`src/rtl/pow2_timer.sv`:
```
module pow2_timer #(
  parameter int CW = 8,
  parameter int SW = 4,
  parameter int PW = 14
) (
  input  logic          clk,
  input  logic          rst_n,
  input  logic          clr_on_limit,
  input  logic          pwm_mode,
  input  logic [1:0]    wave_act,
  input  logic [SW-1:0] div_sel,
  input  logic [CW-1:0] thr_a,
  input  logic [CW-1:0] thr_b,
  input  logic [CW-1:0] limit,
  output logic [CW-1:0] count,
  output logic          wave,
  output logic          wave_oe,
  output logic          hit_a,
  output logic          hit_b,
  output logic          ovf
);

  logic [SW-1:0] sel_q;
  logic [PW-1:0] div_cnt;
  logic [PW-1:0] div_mask;
  logic          tick;
  logic [CW-1:0] top;
  logic          at_top;
  logic          match_a;
  logic          wave_nx;

  assign div_mask = (sel_q == '0) ? '0 : ((PW'(1) << (sel_q - SW'(1))) - PW'(1));
  assign tick     = (sel_q != '0) && (div_sel == sel_q) && ((div_cnt & div_mask) == div_mask);
  assign top      = (clr_on_limit || pwm_mode) ? limit : '1;
  assign at_top   = (count == top);
  assign match_a  = (count == thr_a);
  assign wave_oe  = (wave_act != 2'b00);

  always_ff @(posedge clk or negedge rst_n) begin
    if (!rst_n) begin
      sel_q   <= '0;
      div_cnt <= '0;
    end else begin
      sel_q <= div_sel;
      if (div_sel != sel_q)
        div_cnt <= '0;
      else if (sel_q != '0)
        div_cnt <= div_cnt + PW'(1);
    end
  end

  always_comb begin
    wave_nx = wave;
    if (tick) begin
      if (pwm_mode && at_top) begin
        if (wave_act == 2'b10) wave_nx = 1'b1;
        if (wave_act == 2'b11) wave_nx = 1'b0;
      end
      if (match_a) begin
        case (wave_act)
          2'b01:   wave_nx = ~wave;
          2'b10:   wave_nx = 1'b0;
          2'b11:   wave_nx = 1'b1;
          default: wave_nx = wave;
        endcase
      end
    end
  end

  always_ff @(posedge clk or negedge rst_n) begin
    if (!rst_n) begin
      count <= '0;
      wave  <= 1'b0;
      hit_a <= 1'b0;
      hit_b <= 1'b0;
      ovf   <= 1'b0;
    end else begin
      hit_a <= tick && match_a;
      hit_b <= tick && (count == thr_b);
      ovf   <= tick && at_top;
      wave  <= wave_nx;
      if (tick)
        count <= at_top ? '0 : count + CW'(1);
    end
  end


  stopped_hold_chk: assert property (@(posedge clk) disable iff (!rst_n)
    (sel_q == '0) |=> $stable(count));


  sel_restart_chk: assert property (@(posedge clk) disable iff (!rst_n)
    (div_sel != sel_q) |=> $stable(count));


  count_step_chk: assert property (@(posedge clk) disable iff (!rst_n)
    (count != $past(count)) |-> ((count == CW'($past(count) + CW'(1))) || (count == '0)));


  ovf_zero_chk: assert property (@(posedge clk) disable iff (!rst_n)
    ovf |-> (count == '0));


  clear_only_chk: assert property (@(posedge clk) disable iff (!rst_n)
    (wave_act == 2'b10 && !pwm_mode) |=> !$rose(wave));


  set_only_chk: assert property (@(posedge clk) disable iff (!rst_n)
    (wave_act == 2'b11 && !pwm_mode) |=> !$fell(wave));

endmodule

```
`config.mk`:
```
export PLATFORM = sky130hd
export DESIGN_NAME = pow2_timer
export DESIGN_NICKNAME = d
export VERILOG_FILES = /design/src/rtl/pow2_timer.sv
export SDC_FILE = /design/constraint.sdc
export NUM_CORES = 1
export LEC_CHECK = 0
export ABC_AREA = 1
export BUFFER_PORTS_ARGS = -buffer_cell sky130_fd_sc_hd__buf_2
export CAP_MARGIN = 15
export CORE_MARGIN = 8
export CORE_UTILIZATION = 55
export DETAILED_ROUTE_END_ITERATION = 10
export PLACE_DENSITY = 0.88
export REMOVE_ABC_BUFFERS = 1
export SLEW_MARGIN = 10
export SYNTH_ARGS = -nofsm -noshare
export SYNTH_HDL_FRONTEND = slang
export SYNTH_SLANG_ARGS = --single-unit
```
`constraint.sdc`:
```
create_clock -name clk -period 6.6 [get_ports clk]
set_input_delay 0.66 -clock clk [delete_from_list [all_inputs] [get_ports clk]]
set_output_delay 0.66 -clock clk [all_outputs]
set_load 0.05 [all_outputs]
```
# After elaboration in Yosys (flattened, before gate mapping)
# Index checks and enable logic that the tools add are counted.
# totals
inputBits	34
wordCells	48
ff_bits	30
out_inout_bits	13
# op_classes
shift	1
eq_ne	9
n_mux	10
n_addsub	4
bitwise_logic	2
n_reduce_logical	15
# ops
operator	count
14-bit 2-to-1 mux	3
8-bit == test	3
8-bit 2-to-1 mux	2
14-bit by 1-bit adder with 14-bit output (second input constant)	1
14-bit bitwise AND	1
14-bit == test	1
1-bit by 4-bit left shift with 14-bit output (first input constant)	1
14-bit by 1-bit subtractor with 14-bit output (second input constant)	1
8-bit by 1-bit adder with 8-bit output (second input constant)	1
1-bit logical AND	6
2-bit nonzero test	3
3-bit nonzero test	2
2-bit == test (second input constant)	2
4-bit == test	1
4-bit logical NOT	1
1-bit 2-to-1 mux	4
4-bit != test	1
4-bit AND reduction	1
4-bit nonzero test	1
4-bit by 1-bit subtractor with 4-bit output (second input constant)	1
1-bit one-hot mux with 3 select lines	1
2-bit by 1-bit == test with 1-bit output (second input constant)	1
1-bit logical OR	1
1-bit NOT	1

# Depth between registers and ports, before layout
# Gate-level depths: netlist of the first run.
# logic_depth
depth_word	8
mapped_depth	21
ltp_nobuf	20

# Worst setup path before layout of the first run
# OpenSTA, ideal clock, no wires.
# synth_timing
path_type	register -> register
from	register sel_q[1]
to	register wave
setup_ps	113
period_less_slack_ps	2225
t_arrival_ps	2112
stages_incl_launch_ff	20
slack_ps	4375
path_buffers	1
t_required_ps	6487
path_cell_list	dfrtp_1 -> inv_2 -> nand2_1 -> nor2_1 -> nand2_1 -> ha_1 -> inv_1 -> nand2_1 -> nand2_1 -> a21oi_1 -> nand3_2 -> nor2_2 -> nand4_1 -> nor2_2 -> buf_6 -> nand3_2 -> nand2_2 -> nand3_1 -> nand2_1 -> inv_1
# synth_via
elab_chain_len	8
elab_cells_between_ends	12
cone_classes	add/sub: 2; eq/ne: 2; shift: 1; mux: 1; bitwise: 1; reduce/logical: 5
# synth_lines
element	line_no	source
start, declared	23	logic [SW-1:0] sel_q;
start signal, assigned	44	sel_q <= div_sel;
4-bit by 1-bit subtractor with 4-bit output	32	assign div_mask = (sel_q == '0) ? '0 : ((PW'(1) << (sel_q - SW'(1))) - PW'(1));
1-bit by 4-bit left shift with 14-bit output	32	
14-bit by 1-bit subtractor with 14-bit output	32	
14-bit 2-to-1 mux	32	
14-bit bitwise AND	33	assign tick = (sel_q != '0) && (div_sel == sel_q) && ((div_cnt & div_mask) == div_mask);
14-bit == test	33	
1-bit logical AND *	33	
4-bit AND reduction (no source line) *	-	
end signal, assigned	81	wave <= wave_nx;
end, declared	16	output logic wave,
# Every way passes the cells marked *; elsewhere a longest branch is shown, timed or not.
# A chain may end at the register's enable or synchronous reset.

# Worst setup path after layout of the first run
# layout_timing
from	register sel_q[1]
to	register count[5]
# layout_via
elab_chain_len	7
elab_cells_between_ends	11
cone_classes	add/sub: 2; eq/ne: 2; shift: 1; mux: 1; bitwise: 1; reduce/logical: 4
# layout_lines
element	line_no	source
4-bit by 1-bit subtractor with 4-bit output	32	
1-bit by 4-bit left shift with 14-bit output	32	
14-bit by 1-bit subtractor with 14-bit output	32	
14-bit 2-to-1 mux	32	
14-bit bitwise AND	33	
14-bit == test	33	
1-bit logical AND *	33	
end signal, assigned	83	count <= at_top ? '0 : count + CW'(1);
end, declared	15	output logic [CW-1:0] count,
# Marks and branches as above.

==> impl_metrics.env, run 1 <==
export IMPL_grt_pass1_wl_microns=9960
export IMPL_postCtsHoldBufs=0
export IMPL_via_per_inst=5.37
export IMPL_synth_largest_area_cell="dfrtp_1"
export IMPL_critPathCapture="count[5]"
export IMPL_wl_per_cell_microns=13.4
export IMPL_gr_usage_all_layers_pct=18.6
export IMPL_antennaDiodeCount=0
export IMPL_path_max_fanout=12
export IMPL_max_stage_delay_ns=0.44
export IMPL_cts_tree="built"
export IMPL_synth_enable_flop_cells=0
export IMPL_clockPowerShare_pct=37.8
export IMPL_mostFrequentLayoutCell="nand2_1"
export IMPL_power_frac_seq_pct=45.1
export IMPL_postRouteAntennaNets=0
export IMPL_cts_sinks=30
export IMPL_numCtsBuffers=5
export IMPL_die_w_microns=82.3
export IMPL_max_freq_mhz=354
export IMPL_remaining_drc_errors=0
export IMPL_io_pins=47
export IMPL_multi_input_area_sq_um=1410
export IMPL_post_cts_resized=0
export IMPL_finClkSkew_ns=0.0105
export IMPL_reg2reg_from="sel_q[1]"
export IMPL_die_y_microns=82.3
export IMPL_drt_pass1_iter_count=5
export IMPL_yosysTopAreaCellShare_pct=31.1
export IMPL_grt_max_degree=31
export IMPL_power_leakage_nw=1.44
export IMPL_ys_ff_latch=30
export IMPL_crit_type="flip-flop to flip-flop"
export IMPL_rows=24
export IMPL_setup_violations=0
export IMPL_crit_arrival_ns=3.00
export IMPL_hpwl_microns=4770
export IMPL_finalPower_w=0.000418
export IMPL_postCtsSetupBuffers=0
export IMPL_p_int_w=0.000296
export IMPL_initial_core_util_pct=56.3
export IMPL_crit_start="sel_q[1]"
export IMPL_met1_length_microns=2530
export IMPL_grt_pass1_vias=2386
export IMPL_vias=2460
export IMPL_core_area_sq_um=4290
export IMPL_async_flop_share_pct=100
export IMPL_avgSynthCellArea_sq_um=6.75
export IMPL_yosys_top_cells_area="dfrtp_1 31%, nand2_1 12%, nand3_1 8.3%"
export IMPL_report_final_hold_viol_count=0
export IMPL_p_switching_w=0.000122
export IMPL_wl_microns=6150
export IMPL_dpl_worst_slack_ns=3.85
export IMPL_power_density_nw_per_um2=151
export IMPL_clock_latency_ns=0.29
export IMPL_crit_slowest_cell="dfrtp_1"
export IMPL_crit_path_start_kind="flip-flop"
export IMPL_slew_violations=0
export IMPL_antenna_found_initial=0
export IMPL_endpoint_kind="flip-flop"
export IMPL_min_period_ns=2.83
export IMPL_rr_worst_depth=18
export IMPL_top_layer_used="met4"
export IMPL_yosys_warnings=0
export IMPL_status="finished clean"
export IMPL_areaGrowthSynthToFinish_pct=14.6
export IMPL_cp_cell_sequence="inv_2, nand2_1, nor2_1, nand2_1, ha_1, inv_1, nand2_1, nand2_1, a21oi_1, nand3_2, nor2_2, nand4_1, nor2_2, inv_1, nor2_2, inv_1, o21ai_0, a21oi_1"
export IMPL_synthesis_area_sq_um=2420
export IMPL_overflow=0
export IMPL_ys_flop_type="dfrtp_1"
export IMPL_clkTransAtPathRegs_ns=0.07
export IMPL_required_ns=6.78
export IMPL_route_met2_wl_microns=3140
export IMPL_maxSlewHeadroom_pct=55.8
export IMPL_h_tree_depth=2
export IMPL_fill_cells=362
export IMPL_setup_ws_ns=3.77
export IMPL_drive_gt1_share_pct=20.2
export IMPL_layout_common_cells="79 x nand2_1, 52 x inv_1, 46 x buf_2"
export IMPL_syn_instance_count=358
export IMPL_dieArea_sq_um=6770
export IMPL_routabilityCongestion=0.894
export IMPL_ir_drop_v=0.000147
export IMPL_finalSetupTns_ns=0
export IMPL_ctsLongestPathBuffers=2
export IMPL_cp_common_cell="nand2_1"
export IMPL_pwr_share_comb_pct=17.1
export IMPL_synth_distinct_cells=31
export IMPL_ys_seq_area_share_pct=31.1
export IMPL_worstMarginPinSlew_ns=0.663
export IMPL_dr_wl_met3_microns=367
export IMPL_timing_rr_end="count[5]"
export IMPL_min_path_type="input port to async pin"
export IMPL_rsz0062_at_grt="false"
export IMPL_period_share_pct=42.8
export IMPL_drtIter0Drc=187
export IMPL_regArea_sq_um=751
export IMPL_nets=442
export IMPL_cts_root_buffer="clkbuf_8"
export IMPL_drv_cap=0
export IMPL_io_buffers=46
export IMPL_swShare_pct=29.2
export IMPL_r2r_slack_ns=3.77
worst max-delay path, delay by kind of cell (launching register included):
kind | cells | cell delay (ns)
AOI/OAI and AO/OA | 3 | 0.32
adders and majority gates | 1 | 0.30
buffers and inverters | 4 | 0.36
DFF | 1 | 0.44
and+or+nand+nor | 10 | 1.29
stage by stage:
step	utilization [%]	instance area, sq um	instances	hold slack, ns
6_report	64.5	2770	458	0.397
5_1_grt	64.5	2770	458	0.459
4_1_cts	64.5	2770	458	0.417
3_5_place_dp	62.2	2670	450	0.558
3_3_place_gp	62.2	2670	450	0.547
2_1_floorplan	-	2380	352	0.364
layer usage:
layer / up-vias / GRT usage, %
met2: 78 / 32.9
met3: 14 / 4.55
met4: 0 / 9.30
li1: 1241 / -
met1: 1127 / 20.1
met5: - / 0
cell families after synthesis:
group	synth area share, %
adders and majority gates	1.55
DFF	31.1
buffers and inverters	10.6
AOI/OAI and AO/OA	8.70
and+or+nand+nor	40.5
xor gates and xnor gates	7.61
cell type report:
cell class	instances	share of cell area, %
well taps	52	2.35
clock inverters	2	0.452
flip-flops and latches	30	27.1
multi-input cells	265	50.9
repair buffers	46	8.32
inverters	57	7.82
clock buffers	6	2.98
state kept, by name, summed over array words and instances (netlist names):
name / flops
wave: 1
hit_a: 1
count: 8
hit_b: 1
sel_q: 4
ovf: 1
div_cnt: 14
power by group through the flow:
stage	Combinational (W)	Clock [W]	Sequential (W)
final	0.0000716	0.000158	0.000188
after global routing	0.0000816	0.000168	0.000189
after CTS	0.0000712	0.000160	0.000188
after detailed placement	0.0000708	0	0.000192
after global placement	0.0000692	0	0.000192
after floorplan	0.0000470	0	0.000191
cell usage after synthesis (6+ instances only):
| library cell | instances |
|---|---|
| nand4_1 | 10 |
| nor2_1 | 29 |
| a21oi_1 | 18 |
| nor3_1 | 12 |
| nand2_1 | 79 |
| xor2_1 | 16 |
| inv_1 | 52 |
| dfrtp_1 | 30 |
| o21ai_0 | 18 |
| nor2_2 | 6 |
| nand3_1 | 40 |
worst min path at each step:
stage | startpoint | to | cells after the start
6_report | rst_n | hit_a | 1
5_1_grt | rst_n | hit_a | 1
4_1_cts | rst_n | sel_q[1] | 1
3_5_place_dp | div_cnt[9] | div_cnt[9] | 1
3_3_place_gp | div_cnt[9] | div_cnt[9] | 1
2_1_floorplan | rst_n | count[0] | 0
Note: power is estimated with default switching activity, not from simulation.
==> run 2: changes to the inputs <==
- CORE_UTILIZATION: 55 -> 50
- PLACE_DENSITY: 0.88 -> 0.84
- clock period: 6.6 -> 2.5 ns (I/O delays scaled with it)
==> impl_metrics.env, run 2 (same netlist as run 1, synthesis figures left out) <==
export IMPL_status="finished clean"
export IMPL_drtIter0Drc=216
export IMPL_crit_path_start_kind="flip-flop"
export IMPL_vias=2535
export IMPL_rr_worst_depth=18
export IMPL_maxSlewHeadroom_pct=55.8
export IMPL_min_period_ns=2.33
export IMPL_final_area_sq_um=2870
export IMPL_die_w_microns=85.5
export IMPL_io_pins=47
export IMPL_rows=25
export IMPL_crit_type="flip-flop to flip-flop"
export IMPL_worstMarginPinSlew_ns=0.663
export IMPL_drt_pass1_iter_count=5
export IMPL_max_freq_mhz=430
export IMPL_min_path_type="input port to async pin"
export IMPL_power_leakage_nw=1.49
export IMPL_grt_max_degree=31
export IMPL_numCtsBuffers=5
export IMPL_ctsLongestPathBuffers=2
export IMPL_power_density_nw_per_um2=376
export IMPL_endpoint_kind="flip-flop"
export IMPL_report_final_hold_viol_count=0
export IMPL_period_share_pct=93.0
export IMPL_mostFrequentLayoutCell="nand2_1"
export IMPL_grt_pass1_wl_microns=10500
export IMPL_slew_violations=0
export IMPL_largest_reg_flops=14
export IMPL_die_y_microns=85.5
export IMPL_drive_gt1_share_pct=23.2
export IMPL_antenna_found_initial=0
export IMPL_routabilityCongestion=0.919
export IMPL_postRouteAntennaNets=0
export IMPL_remaining_drc_errors=0
export IMPL_h_tree_depth=2
export IMPL_setup_violations=0
export IMPL_core_area_sq_um=4690
export IMPL_overflow=0
export IMPL_clock_latency_ns=0.28
export IMPL_required_ns=2.66
export IMPL_cts_sinks=30
export IMPL_antennaDiodeCount=0
export IMPL_place_area_sq_um=2710
export IMPL_largestRegisters="div_cnt (14), count (8), sel_q (4)"
export IMPL_layout_common_cells="77 x nand2_1, 52 x inv_1, 46 x buf_2"
export IMPL_path_max_fanout=3
export IMPL_nets=452
export IMPL_finClkSkew_ns=0.00381
export IMPL_wl_microns=6280
export IMPL_ir_drop_v=0.000276
export IMPL_grt_pass1_vias=2423
export IMPL_dieArea_sq_um=7310
export IMPL_wl_per_cell_microns=13.4
export IMPL_initial_core_util_pct=51.5
export IMPL_finalPower_w=0.00108
export IMPL_cts_tree="built"
export IMPL_setup_ws_ns=0.174
export IMPL_io_buffers=46
export IMPL_clkTransAtPathRegs_ns=0.06
export IMPL_dpl_worst_slack_ns=-0.118
export IMPL_areaGrowthSynthToFinish_pct=18.7
export IMPL_finalSetupTns_ns=0
export IMPL_crit_arrival_ns=2.49
export IMPL_regMostFlops="div_cnt"
export IMPL_cts_root_buffer="clkbuf_8"
export IMPL_fill_cells=406
export IMPL_via_per_inst=5.42
export IMPL_gr_usage_all_layers_pct=17.3
export IMPL_hpwl_microns=4850
export IMPL_drv_cap=0
run 2: changes by cell type in the layout (fill, tap and decap cells not counted), moves of 2 or more:
cell / before / now
nor2_4: 3 / 6
nor2_2: 6 / 4
nand2_2: 5 / 7
buf_4: 0 / 9
nand2_1: 79 / 77
run 2: critical path: stages, from the launching register on:
cell	delay [ns]
dfrtp_1	0.39
inv_2	0.07
nand2_2	0.08
nor2_4	0.13
nand2_2	0.08
ha_1	0.29
inv_1	0.05
nand2_1	0.06
nand2_1	0.06
a21oi_2	0.12
nand3_2	0.08
nor2_2	0.07
nand4_1	0.12
nor2_4	0.14
inv_1	0.10
nor2_4	0.13
inv_1	0.09
o21ai_0	0.09
a21oi_1	0.06
run 2: final cells by class:
class                      instances  area, sq um  area share (%)
tap                               54         67.6            2.35
inverter                          57          216            7.54
sequential                        30          752            26.2
timing repair buffer              56          309            10.8
clock buffer                       6         82.6            2.88
multi-input combinational        265         1440            50.2
run 2: path summary, 6_finish.rpt:
kind	slack, ns	endpoint	start
setup / recovery	0.17	count[5]	sel_q[1]
hold / removal	0.005	sel_q[1]	rst_n
setup reg to reg	0.17	count[5]	sel_q[1]
hold reg to reg	0.58	div_cnt[9]	div_cnt[9]
max in group asynchronous	2.03	sel_q[2]	rst_n
min in group clk	0.10	sel_q[3]	div_sel[3]
run 2: per-layer routing:
layer / up-vias / track usage (%) / part of all wire, %
met2: 97 / 30.2 / 50
li1: 1261 / - / -
met1: 1162 / 19.6 / 40
met3: 15 / 4.87 / 7.8
met5: - / 0 / 0
met4: 0 / 6.37 / 1.8
run 2: timing repair:
action / CTS / global route
pin swaps: 1 / 2
endpoints found under the setup margin: 5 / 7
hold buffers: 0 / 0
resized for setup: 1 / 9
setup buffers: 2 / 3
run 2: power by group:
part           internal [W]  switching (W)  total (W)
combinational     0.0000773       0.000126   0.000203
clock              0.000212       0.000169   0.000381
sequential         0.000490     0.00000561   0.000496
total              0.000779       0.000300    0.00108
run 2: per-stage QoR:
step / cells / hold slack (ns) / util, %
floorplan: 352 / -0.0456 / -
detailed placement: 457 / 0.329 / 57.8
CTS: 465 / 0.0290 / 60.0
global placement: 457 / 0.315 / 57.8
finish: 468 / 0.00498 / 61.1
global route: 468 / 0.0680 / 61.1
